## config.mk

```make
export PLATFORM = sky130hd
export DESIGN_NAME = dma_addr_gen
export DESIGN_NICKNAME = d
export VERILOG_FILES = /design/src/rtl/dma_addr_gen_pkg.sv /design/src/rtl/dma_addr_side.sv /design/src/rtl/dma_frame_ctr.sv /design/src/rtl/dma_addr_gen.sv
export SDC_FILE = /design/constraint.sdc
export NUM_CORES = 1
export LEC_CHECK = 0
export ABC_AREA = 1
export BUFFER_PORTS_ARGS = -buffer_cell sky130_fd_sc_hd__buf_2
export CAP_MARGIN = 20
export CORE_MARGIN = 2
export CORE_UTILIZATION = 55
export DETAILED_ROUTE_END_ITERATION = 10
export GPL_TIMING_DRIVEN = 0
export MAX_ROUTING_LAYER = met4
export PLACE_DENSITY = 0.78
export SETUP_SLACK_MARGIN = 0.1
export SYNTH_ARGS = -nofsm -noshare
export SYNTH_HDL_FRONTEND = slang
export SYNTH_SLANG_ARGS = --single-unit
```

## constraint.sdc

```tcl
create_clock -name clk_i -period 5.15 [get_ports clk_i]
set_input_delay 1.03 -clock clk_i [delete_from_list [all_inputs] [get_ports clk_i]]
set_output_delay 1.03 -clock clk_i [all_outputs]
set_load 0.005 [all_outputs]
```

## src/rtl/dma_addr_gen_pkg.sv

```systemverilog
package dma_addr_gen_pkg;
  typedef enum logic [1:0] {
    AM_FIXED  = 2'd0,
    AM_INCR   = 2'd1,
    AM_STRIDE = 2'd2,
    AM_RSVD   = 2'd3
  } addr_mode_e;

  localparam int unsigned BEAT_W = 3;
endpackage

```

## src/rtl/dma_addr_side.sv

```systemverilog
module dma_addr_side
  import dma_addr_gen_pkg::*;
#(
  parameter int unsigned ADDR_W = 32
) (
  input  logic                    clk_i,
  input  logic                    rst_ni,
  input  logic                    load_i,
  input  logic [ADDR_W-1:0]       base_i,
  input  logic [1:0]              mode_i,
  input  logic [ADDR_W-1:0]       stride_i,
  input  logic                    step_i,
  input  logic [BEAT_W-1:0]       beat_bytes_i,
  input  logic                    frame_end_i,
  output logic [ADDR_W-1:0]       ptr_o
);
  addr_mode_e        mode_q;
  logic [ADDR_W-1:0] stride_q;
  logic [ADDR_W-1:0] ptr_q;
  logic [ADDR_W-1:0] fstart_q;
  logic [ADDR_W-1:0] ptr_inc;
  logic [ADDR_W-1:0] next_start;

  assign ptr_inc    = ptr_q + ADDR_W'(beat_bytes_i);
  assign next_start = fstart_q + stride_q;

  always_ff @(posedge clk_i or negedge rst_ni) begin
    if (!rst_ni) begin
      mode_q   <= AM_FIXED;
      stride_q <= '0;
      ptr_q    <= '0;
      fstart_q <= '0;
    end else if (load_i) begin
      mode_q   <= addr_mode_e'(mode_i);
      stride_q <= stride_i;
      ptr_q    <= base_i;
      fstart_q <= base_i;
    end else if (step_i) begin
      unique case (mode_q)
        AM_INCR: ptr_q <= ptr_inc;
        AM_STRIDE: begin
          if (frame_end_i) begin
            ptr_q    <= next_start;
            fstart_q <= next_start;
          end else begin
            ptr_q <= ptr_inc;
          end
        end
        default: ptr_q <= ptr_q;
      endcase
    end
  end

  assign ptr_o = ptr_q;
endmodule

```

## src/rtl/dma_frame_ctr.sv

```systemverilog
module dma_frame_ctr
  import dma_addr_gen_pkg::*;
#(
  parameter int unsigned FLEN_W = 20,
  parameter int unsigned FCNT_W = 12
) (
  input  logic              clk_i,
  input  logic              rst_ni,
  input  logic              load_i,
  input  logic [FLEN_W-1:0] len_i,
  input  logic [FCNT_W-1:0] cnt_i,
  input  logic              wide_i,
  input  logic              ack_i,
  output logic              busy_o,
  output logic [FLEN_W-1:0] remain_o,
  output logic [BEAT_W-1:0] beat_bytes_o,
  output logic              step_o,
  output logic              frame_end_o,
  output logic              frame_evt_o,
  output logic              half_evt_o,
  output logic              last_evt_o
);
  logic [FLEN_W-1:0] remain_q, len_q, rem_nxt, half_lvl;
  logic [FCNT_W-1:0] frames_q;
  logic              narrow_q, busy_q, half_done_q;
  logic              fevt_q, hevt_q, levt_q;
  logic [BEAT_W-1:0] step_sz, bb;

  assign step_sz  = narrow_q ? BEAT_W'(1) : BEAT_W'(4);
  assign bb       = (remain_q < FLEN_W'(step_sz)) ? remain_q[BEAT_W-1:0] : step_sz;
  assign rem_nxt  = remain_q - FLEN_W'(bb);
  assign half_lvl = len_q >> 1;
  assign step_o      = busy_q & ack_i;
  assign frame_end_o = step_o && (rem_nxt == '0);

  always_ff @(posedge clk_i or negedge rst_ni) begin
    if (!rst_ni) begin
      remain_q    <= '0;
      len_q       <= '0;
      frames_q    <= '0;
      narrow_q    <= 1'b0;
      busy_q      <= 1'b0;
      half_done_q <= 1'b0;
      fevt_q      <= 1'b0;
      hevt_q      <= 1'b0;
      levt_q      <= 1'b0;
    end else begin
      fevt_q <= 1'b0;
      hevt_q <= 1'b0;
      levt_q <= 1'b0;
      if (load_i) begin
        remain_q    <= len_i;
        len_q       <= len_i;
        frames_q    <= (cnt_i == '0) ? FCNT_W'(1) : cnt_i;
        narrow_q    <= wide_i;
        busy_q      <= 1'b1;
        half_done_q <= 1'b0;
      end else if (step_o) begin
        remain_q <= rem_nxt;
        if (!half_done_q && (rem_nxt <= half_lvl)) begin
          hevt_q      <= 1'b1;
          half_done_q <= 1'b1;
        end
        if (rem_nxt == '0) begin
          fevt_q <= 1'b1;
          if (frames_q == FCNT_W'(1)) begin
            levt_q   <= 1'b1;
            busy_q   <= 1'b0;
            frames_q <= '0;
          end else begin
            frames_q    <= frames_q - FCNT_W'(1);
            remain_q    <= len_q;
            half_done_q <= 1'b0;
          end
        end
      end
    end
  end

  assign busy_o       = busy_q;
  assign remain_o     = remain_q;
  assign beat_bytes_o = bb;
  assign frame_evt_o  = fevt_q;
  assign half_evt_o   = hevt_q;
  assign last_evt_o   = levt_q;
endmodule

```

## src/rtl/dma_addr_gen.sv

```systemverilog
module dma_addr_gen
  import dma_addr_gen_pkg::*;
#(
  parameter int unsigned ADDR_W = 32,
  parameter int unsigned FLEN_W = 20,
  parameter int unsigned FCNT_W = 12
) (
  input  logic              clk_i,
  input  logic              rst_ni,
  input  logic              start_i,
  input  logic [ADDR_W-1:0] src_base_i,
  input  logic [ADDR_W-1:0] dst_base_i,
  input  logic [1:0]        src_mode_i,
  input  logic [1:0]        dst_mode_i,
  input  logic [ADDR_W-1:0] src_stride_i,
  input  logic [ADDR_W-1:0] dst_stride_i,
  input  logic              byte_wide_i,
  input  logic [FLEN_W-1:0] frame_len_i,
  input  logic [FCNT_W-1:0] frame_cnt_i,
  input  logic              beat_ack_i,
  output logic              busy_o,
  output logic [ADDR_W-1:0] src_ptr_o,
  output logic [ADDR_W-1:0] dst_ptr_o,
  output logic [FLEN_W-1:0] remain_o,
  output logic [2:0]        beat_bytes_o,
  output logic              frame_evt_o,
  output logic              half_evt_o,
  output logic              last_evt_o
);
  localparam int unsigned NSIDE = 2;

  logic              load, step, frame_end, busy;
  logic [BEAT_W-1:0] bb;
  logic [ADDR_W-1:0] base_a   [NSIDE];
  logic [ADDR_W-1:0] stride_a [NSIDE];
  logic [1:0]        mode_a   [NSIDE];
  logic [ADDR_W-1:0] ptr_a    [NSIDE];

  assign load = start_i & ~busy;

  assign base_a[0]   = src_base_i;
  assign base_a[1]   = dst_base_i;
  assign stride_a[0] = src_stride_i;
  assign stride_a[1] = dst_stride_i;
  assign mode_a[0]   = src_mode_i;
  assign mode_a[1]   = dst_mode_i;

  dma_frame_ctr #(
    .FLEN_W(FLEN_W),
    .FCNT_W(FCNT_W)
  ) ctr_i (
    .clk_i        (clk_i),
    .rst_ni       (rst_ni),
    .load_i       (load),
    .len_i        (frame_len_i),
    .cnt_i        (frame_cnt_i),
    .wide_i       (byte_wide_i),
    .ack_i        (beat_ack_i),
    .busy_o       (busy),
    .remain_o     (remain_o),
    .beat_bytes_o (bb),
    .step_o       (step),
    .frame_end_o  (frame_end),
    .frame_evt_o  (frame_evt_o),
    .half_evt_o   (half_evt_o),
    .last_evt_o   (last_evt_o)
  );

  for (genvar g = 0; g < NSIDE; g++) begin : g_side
    dma_addr_side #(
      .ADDR_W(ADDR_W)
    ) side_i (
      .clk_i        (clk_i),
      .rst_ni       (rst_ni),
      .load_i       (load),
      .base_i       (base_a[g]),
      .mode_i       (mode_a[g]),
      .stride_i     (stride_a[g]),
      .step_i       (step),
      .beat_bytes_i (bb),
      .frame_end_i  (frame_end),
      .ptr_o        (ptr_a[g])
    );
  end

  assign busy_o       = busy;
  assign src_ptr_o    = ptr_a[0];
  assign dst_ptr_o    = ptr_a[1];
  assign beat_bytes_o = bb;
endmodule

```

==> results.py, run 1 <==
metrics = {
    "outcome": {
        "status": "completed",
    },
    "setup_path": {
        "crit_path_end_kind": "flop",
        "crit_type": "reg2reg",
        "cp_slowest_cell": "dfrtp_1",
        "cp_max_fo": 6,
        "crit_path_start_kind": "flop",
        "cp.required_ns": 5.68,
        "worstPathArrival_ns": 5.34,
        "cpPeakStageDelay_ns": 0.43,
        "crit_top_cell": "nand2_1",
        "crit_chain": "ha_1 > nor2_1 > nand3_1 > nor2_2 > nand3_4 > nand2_1 > o21ai_0 > inv_2 > ha_1 > inv_1 > fa_1 > or2_2 > a21oi_4 > nand4_1 > nor2_1 > nand2_1 > nor3_2 > nand4_1 > nor3_2 > nand2_1 > or2_2 > nand3_1 > nand2_1 > a21oi_1",
    },
    "hold_path": {
        "worstHoldPathType": "in2async",
    },
    "timing": {
        "fin_crit_ns": 4.82,
        "relSlewSlack_pct": 25.2,
        "setup_violations": 0,
        "setup_slack_ns": 0.334,
        "hold_viol": 0,
        "slew_violations": 0,
        "rsz0062_at_grt": "true",
        "tightest_slew_ns": 1.12,
        "fmax_mhz": 208,
        "clock_skew_ns": 0.0209,
        "fin_crit_sh_pct": 93.5,
    },
    "clocking": {
        "clk_latency_ns": 0.61,
        "cts_tree": "yes",
        "cts_made_buffers": 30,
        "clk_pin_slew_ns": 0.06,
        "cts_hold_buf": 0,
        "clock_path_buffers": 3,
        "cts_setup_buffers": 0,
        "cts.sinks": 254,
        "root_buffer": "clkbuf_16",
        "h-tree-depth": 1,
    },
    "route": {
        "first_pass_iters": 6,
        "wl_per_cell_um": 20.4,
        "vias_per_cell": 5.83,
        "vias": 19800,
        "ant_nets": 0,
        "wirelength_um": 69200,
        "drcViolationCount": 0,
        "drt_iter0_drc": 2104,
    },
    "power": {
        "internal_power_mw": 3.87,
        "power.share.clock_pct": 36.4,
        "switching_power_mw": 2.06,
        "pwr-share-comb_pct": 23.1,
        "sw_frac_of_total_pct": 34.7,
        "vdd_ir_drop_max_mv": 0.277,
        "leakage_nw": 11.1,
        "power_density_mw_per_mm2": 281,
        "seqPwrFrac_pct": 40.5,
    },
    "grt": {
        "grt-ovfl-total": 0,
        "first_global_vias": 18700,
        "grt_usage_pct": 41.2,
        "grt_pass1_wl_um": 105000,
        "antenna_found_initial": 4,
        "grt_max_degree": 118,
    },
    "die": {
        "die_h_um": 186,
        "core_area_sq_mm": 0.0325,
        "die_area_sq_mm": 0.0345,
        "rows": 66,
        "num_io_pins": 260,
        "fp.dieW_um": 186,
        "start_util_pct": 55.8,
    },
    "synth": {
        "seq_area_frac_synth_pct": 35.0,
        "synth_edf_count": 0,
        "synth_warnings": 0,
        "postSynthAreaPerCell_sq_um": 6.90,
        "synth.distinct_cells": 51,
        "async_flop_share_pct": 100,
        "yosys_register_bits": 254,
        "synth_flop_cell": "dfrtp_1",
        "synth.net_count": 2900,
        "syn-cell-area_sq_mm": 0.0182,
        "syn_inst": 2634,
    },
    "layout": {
        "syn_to_final_growth_pct": 16.4,
        "fillers": 3056,
        "drive_gt1_share_pct": 13.8,
        "instances_no_fill": 3395,
        "final_nets": 3194,
    },
    "placed_design": {
        "hpwl_um": 52800,
        "pre_cts_slack_ns": 0.0103,
        "place.port_buffers": 259,
        "dp_cells": 3337,
        "place_congestion": 1.04,
    },
    "flow_run": {
        "max-cap-violations": 0,
    },
}
==> synth_stat cells (36+ instances only) <==
cell,count,area share (%)
nand2_1,821,17
inv_1,266,5.5
dfrtp_1,254,35
nor2_1,251,5.2
a21oi_1,225,6.2
o21ai_0,140,3.9
nand3_1,125,3.4
ha_1,93,6.4
clkbuf_1,60,1.2
xor2_1,59,2.8
nand4_1,55,1.9
a31oi_1,36,1.2
nor3_1,36,0.99
==> flip-flops by register name (all words and copies together), names as in the netlist <==
name	count
g_side.side_i.fstart_q	64
g_side.side_i.ptr_o	64
g_side.side_i.stride_q	64
ctr_i.len_q	20
ctr_i.remain_o	20
ctr_i.frames_q	12
g_side.side_i.mode_q	4
ctr_i.busy_o	1
ctr_i.frame_evt_o	1
ctr_i.half_done_q	1
ctr_i.half_evt_o	1
ctr_i.last_evt_o	1
ctr_i.narrow_q	1
==> power groups by stage <==
stage               logic [mW]  clock network, mW  registers, mW
global route              1.53               2.23           2.42
detailed placement        1.32                  0           2.43
global placement          1.27                  0           2.42
finish                    1.37               2.16           2.40
CTS                       1.34               2.15           2.39
floorplan                0.800                  0           2.37
==> per-layer routing <==
layer / up-vias / part of all wire (%) / track usage [%]
li1: 9195 / - / -
met1: 9207 / 40 / 52.1
met2: 1134 / 45 / 64.8
met3: 252 / 9.0 / 5.60
met4: 0 / 6.2 / 20.9
met5: - / 0 / -
==> final timing paths <==
path,cells past startpoint,slack (ns),start,endpoint
min,1,0.38,rst_ni,ctr_i.len_q[11]$_DFFE_PN0P_
max reg2reg,24,0.33,ctr_i.remain_o[2]$_DFFE_PN0N_,g_side[0].side_i.ptr_o[26]$_DFFE_PN0P_
min in group clk_i,2,0.48,g_side[1].side_i.fstart_q[16]$_DFFE_PN0P_,g_side[1].side_i.fstart_q[16]$_DFFE_PN0P_
max in group asynchronous,2,3.70,rst_ni,g_side[1].side_i.fstart_q[28]$_DFFE_PN0P_
max,24,0.33,ctr_i.remain_o[2]$_DFFE_PN0N_,g_side[0].side_i.ptr_o[26]$_DFFE_PN0P_
min reg2reg,2,0.48,g_side[1].side_i.fstart_q[16]$_DFFE_PN0P_,g_side[1].side_i.fstart_q[16]$_DFFE_PN0P_
==> cells by family after synthesis <==
group	Yosys count	share of synthesized area, %
compound gates	473	14.4
xor+xnor	93	4.53
fa+ha+maj	97	6.85
buf+inv	363	7.98
flops	254	35.0
simple gates	1354	31.3
==> layout make-up <==
cell class	instances	area (sq um)	share of cell area, %
Tap cell	442	553	2.62
Clock inverter	13	96.3	0.456
Buffer	91	428	2.02
Sequential cell	254	6360	30.1
Multi-Input combinational cell	2017	10400	49.3
Timing Repair Buffer	262	1380	6.51
Clock buffer	41	882	4.17
Antenna cell	3	7.51	0.0355
Inverter	272	1020	4.83
==> metrics by stage <==
step	power (mW)	instance area, sq um	util, %	hold slack [ns]	TNS (ns)
2_1_floorplan	3.17	18200	-	0.423	0
3_3_place_gp	3.70	20000	61.5	0.463	-417.14
3_5_place_dp	3.75	20100	61.7	0.469	0
4_1_cts	5.88	21100	64.7	0.423	0
5_1_grt	6.19	21100	65.0	0.439	0
6_report	5.93	21100	65.0	0.378	0
==> critical path: cells and delay by family, from the launching register on <==
family | cells | cell delay [ns]
flops | 1 | 0.43
compound gates | 3 | 0.45
buf+inv | 2 | 0.21
simple gates | 16 | 2.81
fa+ha+maj | 3 | 0.83
==> repair_timing <==
action                                  in CTS  in global routing
endpoints found under the setup margin       3                 12
cloned                                       0                  0
resized for setup                            2                 12
==> cell usage in the layout, fill, tap and decap left out, drive strengths merged, types with 60 or more instances in the layout <==
cell type	count
xor2	60
a21oi	235
buf	293
nand3	130
o21ai	144
dfrtp	254
inv	270
clkbuf	101
nor2	264
nand2	834
ha	93
Note: power is estimated with default switching activity, not from simulation.
==> run 2: changes to the inputs <==
--- a/config.mk
+++ b/config.mk
@@ -14,6 +14,7 @@
 export GPL_TIMING_DRIVEN = 0
 export MAX_ROUTING_LAYER = met4
 export PLACE_DENSITY = 0.78
+export RECOVER_POWER = 100
 export SETUP_SLACK_MARGIN = 0.1
 export SYNTH_ARGS = -nofsm -noshare
 export SYNTH_HDL_FRONTEND = slang
==> run 2 against run 1 <==
Against the previous run: the flow now finishes with violations (max-capacitance violations, max-slew violations); register-to-register slack hardly changed; first-iteration DRC count is 4.5% lower; setup slack worse by 0.011 ns; flip-flop and latch count stayed put; die area stayed put; final area is 0.83% lower; non-clock buffer count stayed put; via count is 0.20% lower; clock skew is 0.0056 ns lower; sequential power hardly changed; critical path type unchanged; highest routed layer unchanged.
==> results.py, run 2 (same netlist as run 1, synthesis figures left out) <==
metrics = {
    "flow_run": {
        "max-cap-violations": 1,
    },
    "setup_path": {
        "crit_path_end_kind": "flop",
        "crit_chain": "ha_1 > nor2_1 > nand3_1 > nor2_2 > nand3_4 > nand2_1 > o21ai_0 > inv_2 > ha_1 > inv_1 > fa_1 > or2_2 > a21oi_4 > nand4_1 > nor2_1 > nand2_1 > nor3_2 > nand4_1 > nor3_2 > nand2_1 > or2_2 > nand3_1 > nand2_1 > a21oi_1",
        "cp_max_fo": 6,
        "crit_path_start_kind": "flop",
        "crit_top_cell": "nand2_1",
        "cpPeakStageDelay_ns": 0.43,
        "crit_type": "reg2reg",
        "cp_slowest_cell": "dfrtp_1",
        "cp.required_ns": 5.68,
        "worstPathArrival_ns": 5.35,
    },
    "placed_design": {
        "place.port_buffers": 259,
        "pre_cts_slack_ns": 0.0103,
        "dp_cells": 3337,
        "hpwl_um": 52800,
        "placed_cell_area_sq_mm": 0.0201,
        "place_congestion": 1.04,
    },
    "grt": {
        "antenna_found_initial": 4,
        "first_global_vias": 18700,
        "grt-ovfl-total": 0,
        "grt_pass1_wl_um": 105000,
        "grt_usage_pct": 41.2,
        "grt_max_degree": 118,
    },
    "clocking": {
        "cts.sinks": 254,
        "cts_tree": "yes",
        "cts_hold_buf": 0,
        "clk_pin_slew_ns": 0.06,
        "clk_latency_ns": 0.60,
        "clock_path_buffers": 3,
        "root_buffer": "clkbuf_16",
        "h-tree-depth": 1,
        "cts_made_buffers": 30,
    },
    "route": {
        "vias_per_cell": 5.82,
        "first_pass_iters": 5,
        "drt_iter0_drc": 2010,
        "vias": 19700,
        "ant_nets": 0,
        "drcViolationCount": 0,
        "wl_per_cell_um": 20.4,
        "wirelength_um": 69200,
    },
    "layout": {
        "final_nets": 3194,
        "mostFrequentLayoutCells": "823 x nand2_1, 266 x inv_1, 254 x dfrtp_1",
        "stdcell_area_sq_mm": 0.0210,
        "syn_to_final_growth_pct": 15.4,
        "layout_commonest_cell": "nand2_1",
        "instances_no_fill": 3395,
        "fin_util_pct": 64.4,
        "drive_gt1_share_pct": 11.3,
    },
    "timing": {
        "clock_skew_ns": 0.0153,
        "setup_slack_ns": 0.323,
        "rsz0062_at_grt": "true",
        "finalSetupTns_ns": 0,
        "slew_violations": 72,
        "tightest_slew_ns": 3.79,
        "relSlewSlack_pct": -153,
        "fin_crit_sh_pct": 93.7,
        "hold_viol": 0,
        "fmax_mhz": 207,
        "setup_violations": 0,
        "fin_crit_ns": 4.83,
    },
    "die": {
        "fp.dieW_um": 186,
        "start_util_pct": 55.8,
        "die_area_sq_mm": 0.0345,
        "core_area_sq_mm": 0.0325,
        "num_io_pins": 260,
        "rows": 66,
        "die_h_um": 186,
    },
    "hold_path": {
        "worstHoldPathType": "reg2reg",
    },
    "power": {
        "power_density_mw_per_mm2": 282,
        "vdd_ir_drop_max_mv": 0.279,
        "leakage_nw": 10.8,
    },
    "outcome": {
        "violations": "max-capacitance violations, max-slew violations",
        "status": "finished with violations",
    },
}
-- run 2: changes by cell type in the layout (fill, tap and decap cells not counted), moves of 3 or more --
| cell | change |
|---|---|
| clkbuf_2 | +5 |
| clkbuf_1 | +64 |
| buf_2 | -63 |
| nand2_1 | +3 |
| nand2_2 | -3 |
-- run 2: layout make-up --
| class | instances | area, sq um |
|---|---|---|
| inverter | 272 | 1020 |
| fill | 3102 | 11600 |
| clock buffer | 41 | 882 |
| buffer | 91 | 402 |
| tap | 442 | 553 |
| multi-input combinational | 2017 | 10400 |
| antenna | 3 | 7.51 |
| clock inverter | 13 | 96.3 |
| sequential | 254 | 6360 |
| timing repair buffer | 262 | 1280 |
-- run 2: path summary, 6_finish.rpt --
check	from	end	slack (ns)	depth (start not counted)
max	ctr_i.remain_o[2]$_DFFE_PN0N_	g_side[0].side_i.ptr_o[26]$_DFFE_PN0P_	0.32	24
min	g_side[1].side_i.fstart_q[16]$_DFFE_PN0P_	g_side[1].side_i.fstart_q[16]$_DFFE_PN0P_	0.48	2
max reg2reg	ctr_i.remain_o[2]$_DFFE_PN0N_	g_side[0].side_i.ptr_o[26]$_DFFE_PN0P_	0.32	24
min reg2reg	g_side[1].side_i.fstart_q[16]$_DFFE_PN0P_	g_side[1].side_i.fstart_q[16]$_DFFE_PN0P_	0.48	2
max in group asynchronous	rst_ni	g_side[1].side_i.ptr_o[29]$_DFFE_PN0P_	0.69	2
min in group asynchronous	rst_ni	ctr_i.len_q[11]$_DFFE_PN0P_	1.93	1
-- run 2: stage by stage --
stage / hold WS (ns) / power, mW
5_1_grt: 0.503 / 6.16
2_1_floorplan: 0.423 / 3.17
3_3_place_gp: 0.463 / 3.70
4_1_cts: 0.423 / 5.88
3_5_place_dp: 0.469 / 3.75
6_report: 0.484 / 5.90
-- run 2: layer usage --
layer,global-route usage (%),up-vias,wire length [um]
li1,-,9201,-
met1,52.1,9175,27900
met2,64.8,1130,30900
met3,5.60,243,6130
met4,20.9,0,4280
met5,-,-,0
-- run 2: what timing repair did --
item                       4_1_cts  5_1_grt
gates resized for setup          2       12
setup endpoints to repair        3       12
gates cloned                     0        0
buffers inserted                 0        0
-- run 2: worst max-delay path, delay by kind of cell (launching register included) --
| kind | cells | cell delay (ns) |
|---|---|---|
| simple gates | 16 | 2.81 |
| fa+ha+maj | 3 | 0.84 |
| compound gates | 3 | 0.45 |
| flops | 1 | 0.43 |
| buf+inv | 2 | 0.22 |
-- run 2: power by group --
part	internal, mW	leakage, nW	switching (mW)
clock network	1.20	0.473	0.955
logic	0.503	7.13	0.839
registers	2.15	3.22	0.264
